**src/rtl/uirq_pkg.sv**
```systemverilog
package uirq_pkg;

    localparam int NF = 8;

    localparam int B_PAR   = 0;
    localparam int B_FRM   = 1;
    localparam int B_BRK1  = 2;
    localparam int B_BRKN  = 3;
    localparam int B_TMO   = 4;
    localparam int B_TXTH  = 5;
    localparam int B_TXAE  = 6;
    localparam int B_RXTH  = 7;

    // Bits whose flag is re-evaluated from a live level rather than an event
    localparam logic [NF-1:0] LEVEL_BITS = NF'((1 << B_TXTH) | (1 << B_RXTH));

    typedef enum logic [0:0] {
        BRK_IDLE = 1'b0,
        BRK_RUN  = 1'b1
    } brk_state_e;

endpackage

```
**src/rtl/uirq_brk_fsm.sv**
```systemverilog
module uirq_brk_fsm
    import uirq_pkg::*;
(
    input  logic clk_i,
    input  logic rst_ni,
    input  logic brk_frame_i,
    input  logic brk_done_i,
    output logic first_set_o,
    output logic last_set_o
);

    brk_state_e state_q, state_d;

    always_ff @(posedge clk_i or negedge rst_ni) begin
        if (!rst_ni) state_q <= BRK_IDLE;
        else         state_q <= state_d;
    end

    always_comb begin
        state_d     = state_q;
        first_set_o = 1'b0;
        last_set_o  = 1'b0;
        unique case (state_q)
            BRK_IDLE: begin
                first_set_o = brk_frame_i;
                last_set_o  = brk_frame_i & brk_done_i;
                if (brk_frame_i && !brk_done_i) state_d = BRK_RUN;
            end
            BRK_RUN: begin
                last_set_o = brk_done_i;
                if (brk_done_i) state_d = BRK_IDLE;
            end
            default: state_d = BRK_IDLE;
        endcase
    end

    AST_BRK_ENTER_RUN: assert property (@(posedge clk_i) disable iff (!rst_ni)
        (state_q == BRK_IDLE && brk_frame_i && !brk_done_i) |=> (state_q == BRK_RUN));
    AST_BRK_NO_FIRST_IN_RUN: assert property (@(posedge clk_i) disable iff (!rst_ni)
        (state_q == BRK_RUN) |-> !first_set_o);
    AST_BRK_LAST_SRC: assert property (@(posedge clk_i) disable iff (!rst_ni)
        last_set_o |-> brk_done_i);
    AST_BRK_EXIT_RUN: assert property (@(posedge clk_i) disable iff (!rst_ni)
        (state_q == BRK_RUN && brk_done_i) |=> (state_q == BRK_IDLE));

endmodule

```
**src/rtl/uirq_fifo_cond.sv**
```systemverilog
module uirq_fifo_cond #(
    parameter int CW = 4
) (
    input  logic          clk_i,
    input  logic          rst_ni,
    input  logic [CW-1:0] tx_cnt_i,
    input  logic [CW-1:0] tx_lvl_i,
    input  logic [CW-1:0] rx_cnt_i,
    input  logic [CW-1:0] rx_lvl_i,
    output logic          tx_thr_o,
    output logic          rx_thr_o,
    output logic          tx_ae_set_o
);

    logic tx_one;
    logic was_one_q;

    assign tx_one   = (tx_cnt_i == CW'(1));
    assign tx_thr_o = (tx_cnt_i <= tx_lvl_i);
    assign rx_thr_o = (rx_cnt_i >= rx_lvl_i);

    always_ff @(posedge clk_i or negedge rst_ni) begin
        if (!rst_ni) was_one_q <= 1'b0;
        else         was_one_q <= tx_one;
    end

    assign tx_ae_set_o = tx_one & ~was_one_q;

    AST_AE_ONCE: assert property (@(posedge clk_i) disable iff (!rst_ni)
        (tx_ae_set_o && tx_one) |=> !(tx_ae_set_o && $stable(tx_cnt_i)));
    AST_AE_AT_ONE: assert property (@(posedge clk_i) disable iff (!rst_ni)
        tx_ae_set_o |-> (tx_cnt_i == CW'(1)));

endmodule

```
**src/rtl/uirq_flag_bank.sv**
```systemverilog
module uirq_flag_bank
    import uirq_pkg::*;
(
    input  logic          clk_i,
    input  logic          rst_ni,
    input  logic [NF-1:0] set_i,
    input  logic [NF-1:0] clr_i,
    output logic [NF-1:0] flag_o
);

    logic [NF-1:0] flag_q;

    for (genvar i = 0; i < NF; i++) begin : g_bit
        if (LEVEL_BITS[i]) begin : g_level
            always_ff @(posedge clk_i or negedge rst_ni) begin
                if (!rst_ni)       flag_q[i] <= 1'b0;
                else if (clr_i[i]) flag_q[i] <= 1'b0;
                else               flag_q[i] <= flag_q[i] | set_i[i];
            end
            AST_LVL_CLEAR: assert property (@(posedge clk_i) disable iff (!rst_ni)
                clr_i[i] |=> !flag_q[i]);
            AST_LVL_REASSERT: assert property (@(posedge clk_i) disable iff (!rst_ni)
                (set_i[i] && !clr_i[i]) |=> flag_q[i]);
        end else begin : g_event
            always_ff @(posedge clk_i or negedge rst_ni) begin
                if (!rst_ni) flag_q[i] <= 1'b0;
                else         flag_q[i] <= set_i[i] | (flag_q[i] & ~clr_i[i]);
            end
            AST_SET_WINS: assert property (@(posedge clk_i) disable iff (!rst_ni)
                set_i[i] |=> flag_q[i]);
            AST_W1C_CLEAR: assert property (@(posedge clk_i) disable iff (!rst_ni)
                (clr_i[i] && !set_i[i]) |=> !flag_q[i]);
        end
        AST_STICKY: assert property (@(posedge clk_i) disable iff (!rst_ni)
            (flag_q[i] && !clr_i[i]) |=> flag_q[i]);
    end

    assign flag_o = flag_q;

endmodule

```
**src/rtl/uirq_top.sv**
```systemverilog
module uirq_top
    import uirq_pkg::*;
#(
    parameter int DEPTH = 8,
    parameter int DW    = 16,
    localparam int CW   = $clog2(DEPTH + 1)
) (
    input  logic          clk_i,
    input  logic          rst_ni,
    input  logic          par_err_i,
    input  logic          frm_err_i,
    input  logic          brk_frame_i,
    input  logic          brk_done_i,
    input  logic          rx_tmo_i,
    input  logic [CW-1:0] tx_cnt_i,
    input  logic [CW-1:0] tx_lvl_i,
    input  logic [CW-1:0] rx_cnt_i,
    input  logic [CW-1:0] rx_lvl_i,
    input  logic          reg_wr_i,
    input  logic          reg_addr_i,
    input  logic [DW-1:0] reg_wdata_i,
    output logic [DW-1:0] reg_rdata_o,
    output logic          irq_o
);

    logic          brk_first, brk_last;
    logic          tx_thr, rx_thr, tx_ae_set;
    logic [NF-1:0] set_vec, clr_vec, flags, en_q;
    logic          irq_q;
    logic          unused_rsv;

    uirq_brk_fsm u_brk (
        .clk_i       (clk_i),
        .rst_ni      (rst_ni),
        .brk_frame_i (brk_frame_i),
        .brk_done_i  (brk_done_i),
        .first_set_o (brk_first),
        .last_set_o  (brk_last)
    );

    uirq_fifo_cond #(.CW(CW)) u_cond (
        .clk_i       (clk_i),
        .rst_ni      (rst_ni),
        .tx_cnt_i    (tx_cnt_i),
        .tx_lvl_i    (tx_lvl_i),
        .rx_cnt_i    (rx_cnt_i),
        .rx_lvl_i    (rx_lvl_i),
        .tx_thr_o    (tx_thr),
        .rx_thr_o    (rx_thr),
        .tx_ae_set_o (tx_ae_set)
    );

    always_comb begin
        set_vec         = '0;
        set_vec[B_PAR]  = par_err_i;
        set_vec[B_FRM]  = frm_err_i;
        set_vec[B_BRK1] = brk_first;
        set_vec[B_BRKN] = brk_last;
        set_vec[B_TMO]  = rx_tmo_i;
        set_vec[B_TXTH] = tx_thr;
        set_vec[B_TXAE] = tx_ae_set;
        set_vec[B_RXTH] = rx_thr;
    end

    assign clr_vec = (reg_wr_i && !reg_addr_i) ? reg_wdata_i[NF-1:0] : '0;

    uirq_flag_bank u_flags (
        .clk_i  (clk_i),
        .rst_ni (rst_ni),
        .set_i  (set_vec),
        .clr_i  (clr_vec),
        .flag_o (flags)
    );

    always_ff @(posedge clk_i or negedge rst_ni) begin
        if (!rst_ni) begin
            en_q  <= '0;
            irq_q <= 1'b0;
        end else begin
            if (reg_wr_i && reg_addr_i) en_q <= reg_wdata_i[NF-1:0];
            irq_q <= |(flags & en_q);
        end
    end

    assign irq_o       = irq_q;
    assign reg_rdata_o = DW'(reg_addr_i ? en_q : flags);
    assign unused_rsv  = ^reg_wdata_i[DW-1:NF];

    AST_IRQ_RAISE: assert property (@(posedge clk_i) disable iff (!rst_ni)
        (|(flags & en_q)) |=> irq_o);
    AST_IRQ_MASKED: assert property (@(posedge clk_i) disable iff (!rst_ni)
        !(|(flags & en_q)) |=> !irq_o);
    AST_RSV_ZERO: assert property (@(posedge clk_i) disable iff (!rst_ni)
        reg_rdata_o[DW-1:NF] == '0);

endmodule

```
**config.mk**
```make
export PLATFORM = sky130hd
export DESIGN_NAME = uirq_top
export DESIGN_NICKNAME = d
export VERILOG_FILES = /design/src/rtl/uirq_pkg.sv /design/src/rtl/uirq_brk_fsm.sv /design/src/rtl/uirq_fifo_cond.sv /design/src/rtl/uirq_flag_bank.sv /design/src/rtl/uirq_top.sv
export SDC_FILE = /design/constraint.sdc
export NUM_CORES = 1
export LEC_CHECK = 0
export CAP_MARGIN = 20
export CORE_ASPECT_RATIO = 1.5
export CORE_MARGIN = 2
export CORE_UTILIZATION = 35
export DETAILED_ROUTE_END_ITERATION = 16
export PLACE_DENSITY = 0.79
export SLEW_MARGIN = 20
export SYNTH_ARGS = -nofsm -noshare
export SYNTH_HDL_FRONTEND = slang
export SYNTH_SLANG_ARGS = --single-unit
```
**constraint.sdc**
```tcl
create_clock -name clk_i -period 0.8 [get_ports clk_i]
set_input_delay 0.16 -clock clk_i [delete_from_list [all_inputs] [get_ports clk_i]]
set_output_delay 0.16 -clock clk_i [all_outputs]
set_load 0.02 [all_outputs]
```
==> flow_summary_export.csv, run 1 <==
group,metric,value,unit
synth,synthCells,97,
floorplanning,initial_core_util,35.8,%
synth,synth.most_common_cell,"dfrtp_1",
synth,yosysWarnings,0,
cells_and_area,drive_gt1_share,54.5,%
floorplanning,die_y,72.9,um
timing,min_period,1260,ps
worst_setup_path,cp-end-kind,"output pin",
worst_setup_path,r2r_end,"irq_o",
timing,period_share,157,%
power,total_power,0.00314,W
worst_setup_path,required,640,ps
route,vias,1026,
placed_design,gp_congestion,0.765,
worst_setup_path,cp-endpoint,"reg_rdata_o[2]",
power,peakVddDrop,0.000746,V
cells_and_area,final_cells,207,
timing,layout_setup_ws,-459,ps
synth,synth_commonest_cells,"dfrtp_1 (19), mux2_2 (16), inv_1 (11), buf_4 (8), ha_1 (8)",
placed_design,io_buffers,41,
worst_setup_path,critPathMaxFanout,2,
clock_tree,htreeDepth,1,
worst_setup_path,start_kind,"flop",
run_status,status,"complete, but fails checks",
placed_design,dp.cells,196,
synth,yosysTopAreaCellShare,42.9,%
global_route,overflow,0,
clock_tree,hold_buffers,0,
route,dr.pass1.iters,4,
synth,syn_avg_cell_area,11.4,um^2
clock_tree,cts_sinks,19,
timing,hold_viol,0,
worst_setup_path,r2r_start,"u_flags.flag_o[2]",
worst_setup_path,rr_worst_depth,4,
worst_setup_path,timing.critical_path.from,"u_flags.flag_o[2]",
timing,rsz0062_at_grt,"true",
synth,ys.flop_type,"dfrtp_1",
power,p_leak,0.975,nW
route,drcViolationCount,0,
timing,finalMaxSlewViolations,0,
route,dr.first_iter.drc_count,24,
hold_path,hold_path_class,"in2reg",
job,max-cap-violations,0,
route,ant_nets,0,
global_route,grt_max_degree,20,
floorplanning,ioPinCount,58,
run_status,failed_checks,"negative setup slack",
cells_and_area,area_growth,91.3,%
synth,syn_area,1110,um^2
synth,synth-edff-count,0,
timing,fmax,794,MHz
route,finalWirelength,3640,um
synth,seq_area_frac_synth,42.9,%
synth,ys_top_cells_by_area,"dfrtp_1 (43%), mux2_2 (16%), ha_1 (9.0%)",
clock_tree,cts_buffer_depth,2,
worst_setup_path,worstSetupPathType,"reg2out",
route,viasPerCell,4.96,
global_route,grt_first_pass_wirelength,5430,um
global_route,first_global_vias,1166,
worst_setup_path,reg2reg_slack,-320,ps
power,power.density,1480,nW/um^2
clock_tree,clkTransAtPathRegs,70,ps
timing,fin_skew,1.50,ps
floorplanning,die-area,3640,um^2
clock_tree,cts_root_buf,"clkbuf_8",
synth,synth_seq_cells,19,
placed_design,post-dp-hpwl,2150,um
synth,synthArstFlopShare,100,%
worst_setup_path,worstPathArrival,1100,ps
synth,yosysUniqueCellTypes,25,
global_route,globalRouteTotalUtil,20.3,%
synth,netlist.top_cell.by_area,"dfrtp_1",
floorplanning,core_area,3100,um^2
cells_and_area,diodes,0,
clock_tree,cts_tree,"yes",
floorplanning,fp.dieW,49.9,um
route,routedWlPerCell,17.6,um
cells_and_area,nNetsFinal,217,
floorplanning,row_count,25,
clock_tree,clock_latency,260,ps
hold_path,min_from,"reg_wdata_i[0]",
clock_tree,cts-buffers-inserted,3,
timing,setup_viol,24,
global_route,antenna_found_initial,0,
[layout make-up]
type	count	area [um^2]
Fill cell	190	978
Multi-Input combinational cell	65	766
Timing Repair Buffer	68	722
Sequential cell	19	475
Inverter	11	58.8
Tap cell	40	50.0
Clock buffer	3	41.3
Clock inverter	1	5.00
[critical path: stages, from the launching register on]
cell and delay [ps]:
dfrtp_1 410, mux2_4 290, buf_6 130
[power by group]
part,internal [W],switching (W)
clock,0.000347,0.000325
combinational,0.000792,0.000526
sequential,0.00106,0.0000853
total,0.00220,0.000937
[sequential cells by signal (all words and copies together), names as in the netlist]
name / cells
u_flags.flag_o: 8
u_cond.was_one_q: 1
irq_o: 1
en_q: 8
u_brk.state_q: 1
[metal layers]
metal / vias to the layer above / wire [um] / GRT usage [%]
met2: 53 / 1970 / 39.1
met1: 489 / 1340 / 21.5
met3: 15 / 162 / 2.87
met5: - / 0 / 0
li1: 469 / - / -
met4: 0 / 164 / 8.33
[cells by family (layout without fill, tap and decap cells)]
kind of cell / count (synthesis) / count (layout) / share of synthesized area, %
flip-flops: 19 / 19 / 42.9
multiplexers: 16 / 16 / 16.3
AO/OA/AOI/OAI: 18 / 18 / 13.2
adder cells (fa/ha/maj): 8 / 8 / 9.04
AND/OR/NAND/NOR: 14 / 15 / 7.01
other: 1 / 8 / 0.339
buffers and inverters: 21 / 83 / 11.2
[through the flow]
step / hold WS (ps) / util, % / worst slack [ps] / area [um^2] / setup TNS [ps]
final: 233 / 68.4 / -459 / 2120 / -5400
after floorplan: -136 / - / -198 / 1310 / -757
after global routing: 241 / 68.4 / -469 / 2120 / -5790
after CTS: 252 / 67.1 / -431 / 2080 / -4700
after detailed placement: 494 / 60.2 / -1070 / 1860 / -19730
after global placement: 484 / 60.2 / -1040 / 1860 / -18980
[worst min path at each step]
stage / to / cells after the start
final: en_q[0] / 2
after global routing: en_q[0] / 2
after CTS: u_flags.flag_o[1] / 2
after detailed placement: u_brk.state_q / 2
after global placement: u_brk.state_q / 2
after floorplan: en_q[0] / 0
[cell usage in the layout, fill, tap and decap left out, types with 2 or more instances in the layout]
master,instances
mux2_4,16
nor2b_4,2
clkdlybuf4s50_1,13
nand2_1,5
clkbuf_8,3
buf_6,27
inv_1,3
dfrtp_1,19
buf_2,2
inv_2,6
ha_4,8
a22oi_1,4
dlygate4sd2_1,9
a21o_1,4
nor2_1,2
buf_4,8
clkdlybuf4s15_2,3
conb_1,8
buf_12,2
a22o_1,2
[timing repair]
| item | in CTS | in global routing |
|---|---|---|
| pin swaps | 11 | 5 |
| buffers inserted | 8 | 6 |
| gates cloned | 2 | 0 |
| endpoints found under the setup margin | 27 | 25 |
| resized for setup | 125 | 8 |
Note: power is estimated with default switching activity, not from simulation.
==> inputs of run 2 (changes only) <==
- CORE_MARGIN: 2 -> not set
==> flow_summary_export.csv, run 2 (synthesized netlist as in run 1, its figures left out) <==
group,metric,value,unit
timing,hold_viol,0,
cells_and_area,utilization,71.7,%
global_route,first_global_vias,1153,
cells_and_area,drive_gt1_share,54.8,%
hold_path,hold_path_class,"in2async",
timing,finalMaxSlewViolations,0,
cells_and_area,area_growth,92.5,%
power,p_leak,0.964,nW
route,viasPerCell,4.95,
global_route,overflow,0,
run_status,status,"complete, but fails checks",
timing,fmax,801,MHz
clock_tree,cts_tree,"yes",
floorplanning,die_y,70.9,um
clock_tree,cts-buffers-inserted,3,
floorplanning,row_count,24,
timing,fin_skew,1.70,ps
timing,rsz0062_at_grt,"true",
power,power_frac_comb,41.9,%
route,ant_nets,0,
global_route,globalRouteTotalUtil,20.9,%
route,vias,1014,
route,drcViolationCount,0,
clock_tree,clock_latency,260,ps
clock_tree,cts_sinks,19,
timing,fin_hold_ws,237,ps
clock_tree,htreeDepth,1,
worst_setup_path,worstPathArrival,1090,ps
power,p_switching,0.000952,W
clock_tree,cts_root_buf,"clkbuf_8",
timing,min_period,1250,ps
worst_setup_path,required,640,ps
global_route,grt_first_pass_wirelength,4950,um
timing,setup_viol,25,
power,power.density,1490,nW/um^2
floorplanning,fp.dieW,47.9,um
worst_setup_path,cp_slowest_cell,"dfrtp_1",
floorplanning,die-area,3400,um^2
floorplanning,core_area,2970,um^2
power,intPower,0.00222,W
worst_setup_path,critPathMaxFanout,2,
power,pwr-share-seq,36.1,%
clock_tree,clkTransAtPathRegs,70,ps
power,clkPwrFrac,21.9,%
cells_and_area,final_common_cell,"buf_6",
worst_setup_path,cp_cell_sequence,"mux2_4 -> buf_6",
placed_design,gp_congestion,0.802,
run_status,failed_checks,"negative setup slack",
placed_design,post-dp-hpwl,2160,um
clock_tree,hold_buffers,0,
global_route,grt_max_degree,20,
floorplanning,ioPinCount,58,
clock_tree,cts_buffer_depth,2,
worst_setup_path,cp-end-kind,"output pin",
route,dr.first_iter.drc_count,12,
timing,layout_setup_ws,-448,ps
worst_setup_path,worstSetupPathType,"reg2out",
placed_design,dp.cells,195,
route,finalWirelength,3420,um
timing,period_share,156,%
cells_and_area,diodes,0,
global_route,antenna_found_initial,0,
cells_and_area,final_cells,205,
power,sw_frac_of_total,30.0,%
worst_setup_path,max_stage_delay,410,ps
worst_setup_path,start_kind,"flop",
cells_and_area,nNetsFinal,216,
placed_design,pre_cts_slack,-1050,ps
timing,tns,-5110,ps
route,routedWlPerCell,16.7,um
job,max-cap-violations,0,
route,dr.pass1.iters,3,
power,peakVddDrop,0.000831,V
floorplanning,initial_core_util,37.2,%
cells_and_area,mostFrequentLayoutCells,"buf_6 (26), dfrtp_1 (19), mux2_4 (16), clkdlybuf4s50_1 (14), dlygate4sd2_1 (11)",
placed_design,io_buffers,41,
==> run 2: final cells by class <==
cell class                 count  area, um^2
timing repair buffer          67         718
clock inverter                 1        7.51
sequential                    19         475
inverter                      11        58.8
fill                         177         841
tap                           39        48.8
multi-input combinational     65         782
clock buffer                   3        41.3
==> run 2: worst max-delay path: cells and delay by family, from the launching register on <==
kind                   cells  cell delay [ps]
buffers and inverters      1              130
flip-flops                 1              410
multiplexers               1              280
==> run 2: power by group through the flow <==
| stage | combinational [W] | clock, W | sequential (W) |
|---|---|---|---|
| 6_report | 0.00133 | 0.000695 | 0.00114 |
| 5_1_grt | 0.00141 | 0.000758 | 0.00115 |
| 3_3_place_gp | 0.00106 | 0 | 0.00114 |
| 2_1_floorplan | 0.000568 | 0 | 0.00114 |
| 4_1_cts | 0.00127 | 0.000688 | 0.00113 |
| 3_5_place_dp | 0.00109 | 0 | 0.00114 |
==> run 2: worst paths after layout <==
check / slack (ps) / end / cells past startpoint / start
max in group asynchronous: 430 / u_flags.flag_o[2] / 2 / rst_ni
min in group clk_i: 410 / u_cond.was_one_q / 3 / tx_cnt_i[3]
hold / removal: 240 / u_flags.flag_o[7] / 2 / rst_ni
hold reg to reg: 540 / u_brk.state_q / 2 / u_brk.state_q
setup reg to reg: -250 / irq_o / 4 / en_q[2]
setup / recovery: -450 / reg_rdata_o[4] / 2 / en_q[4]
==> run 2: per-layer routing <==
metal	vias to the layer above	global-route usage, %	part of all wire (%)
met1	493	20.3	35
met3	11	4.85	4.0
met2	42	36.9	57
li1	468	-	-
met5	-	0	0
met4	0	11.7	3.0
==> run 2: through the flow <==
step,total power [W],area [um^2]
final,0.00317,2130
after global routing,0.00332,2130
after CTS,0.00309,2090
after detailed placement,0.00224,1860
after global placement,0.00220,1860
after floorplan,0.00171,1310
==> run 2: what timing repair did <==
action | in CTS | in global routing
setup endpoints to repair | 27 | 25
pin swaps | 11 | 13
resized for setup | 122 | 14
buffers inserted | 11 | 6
gates cloned | 2 | 0
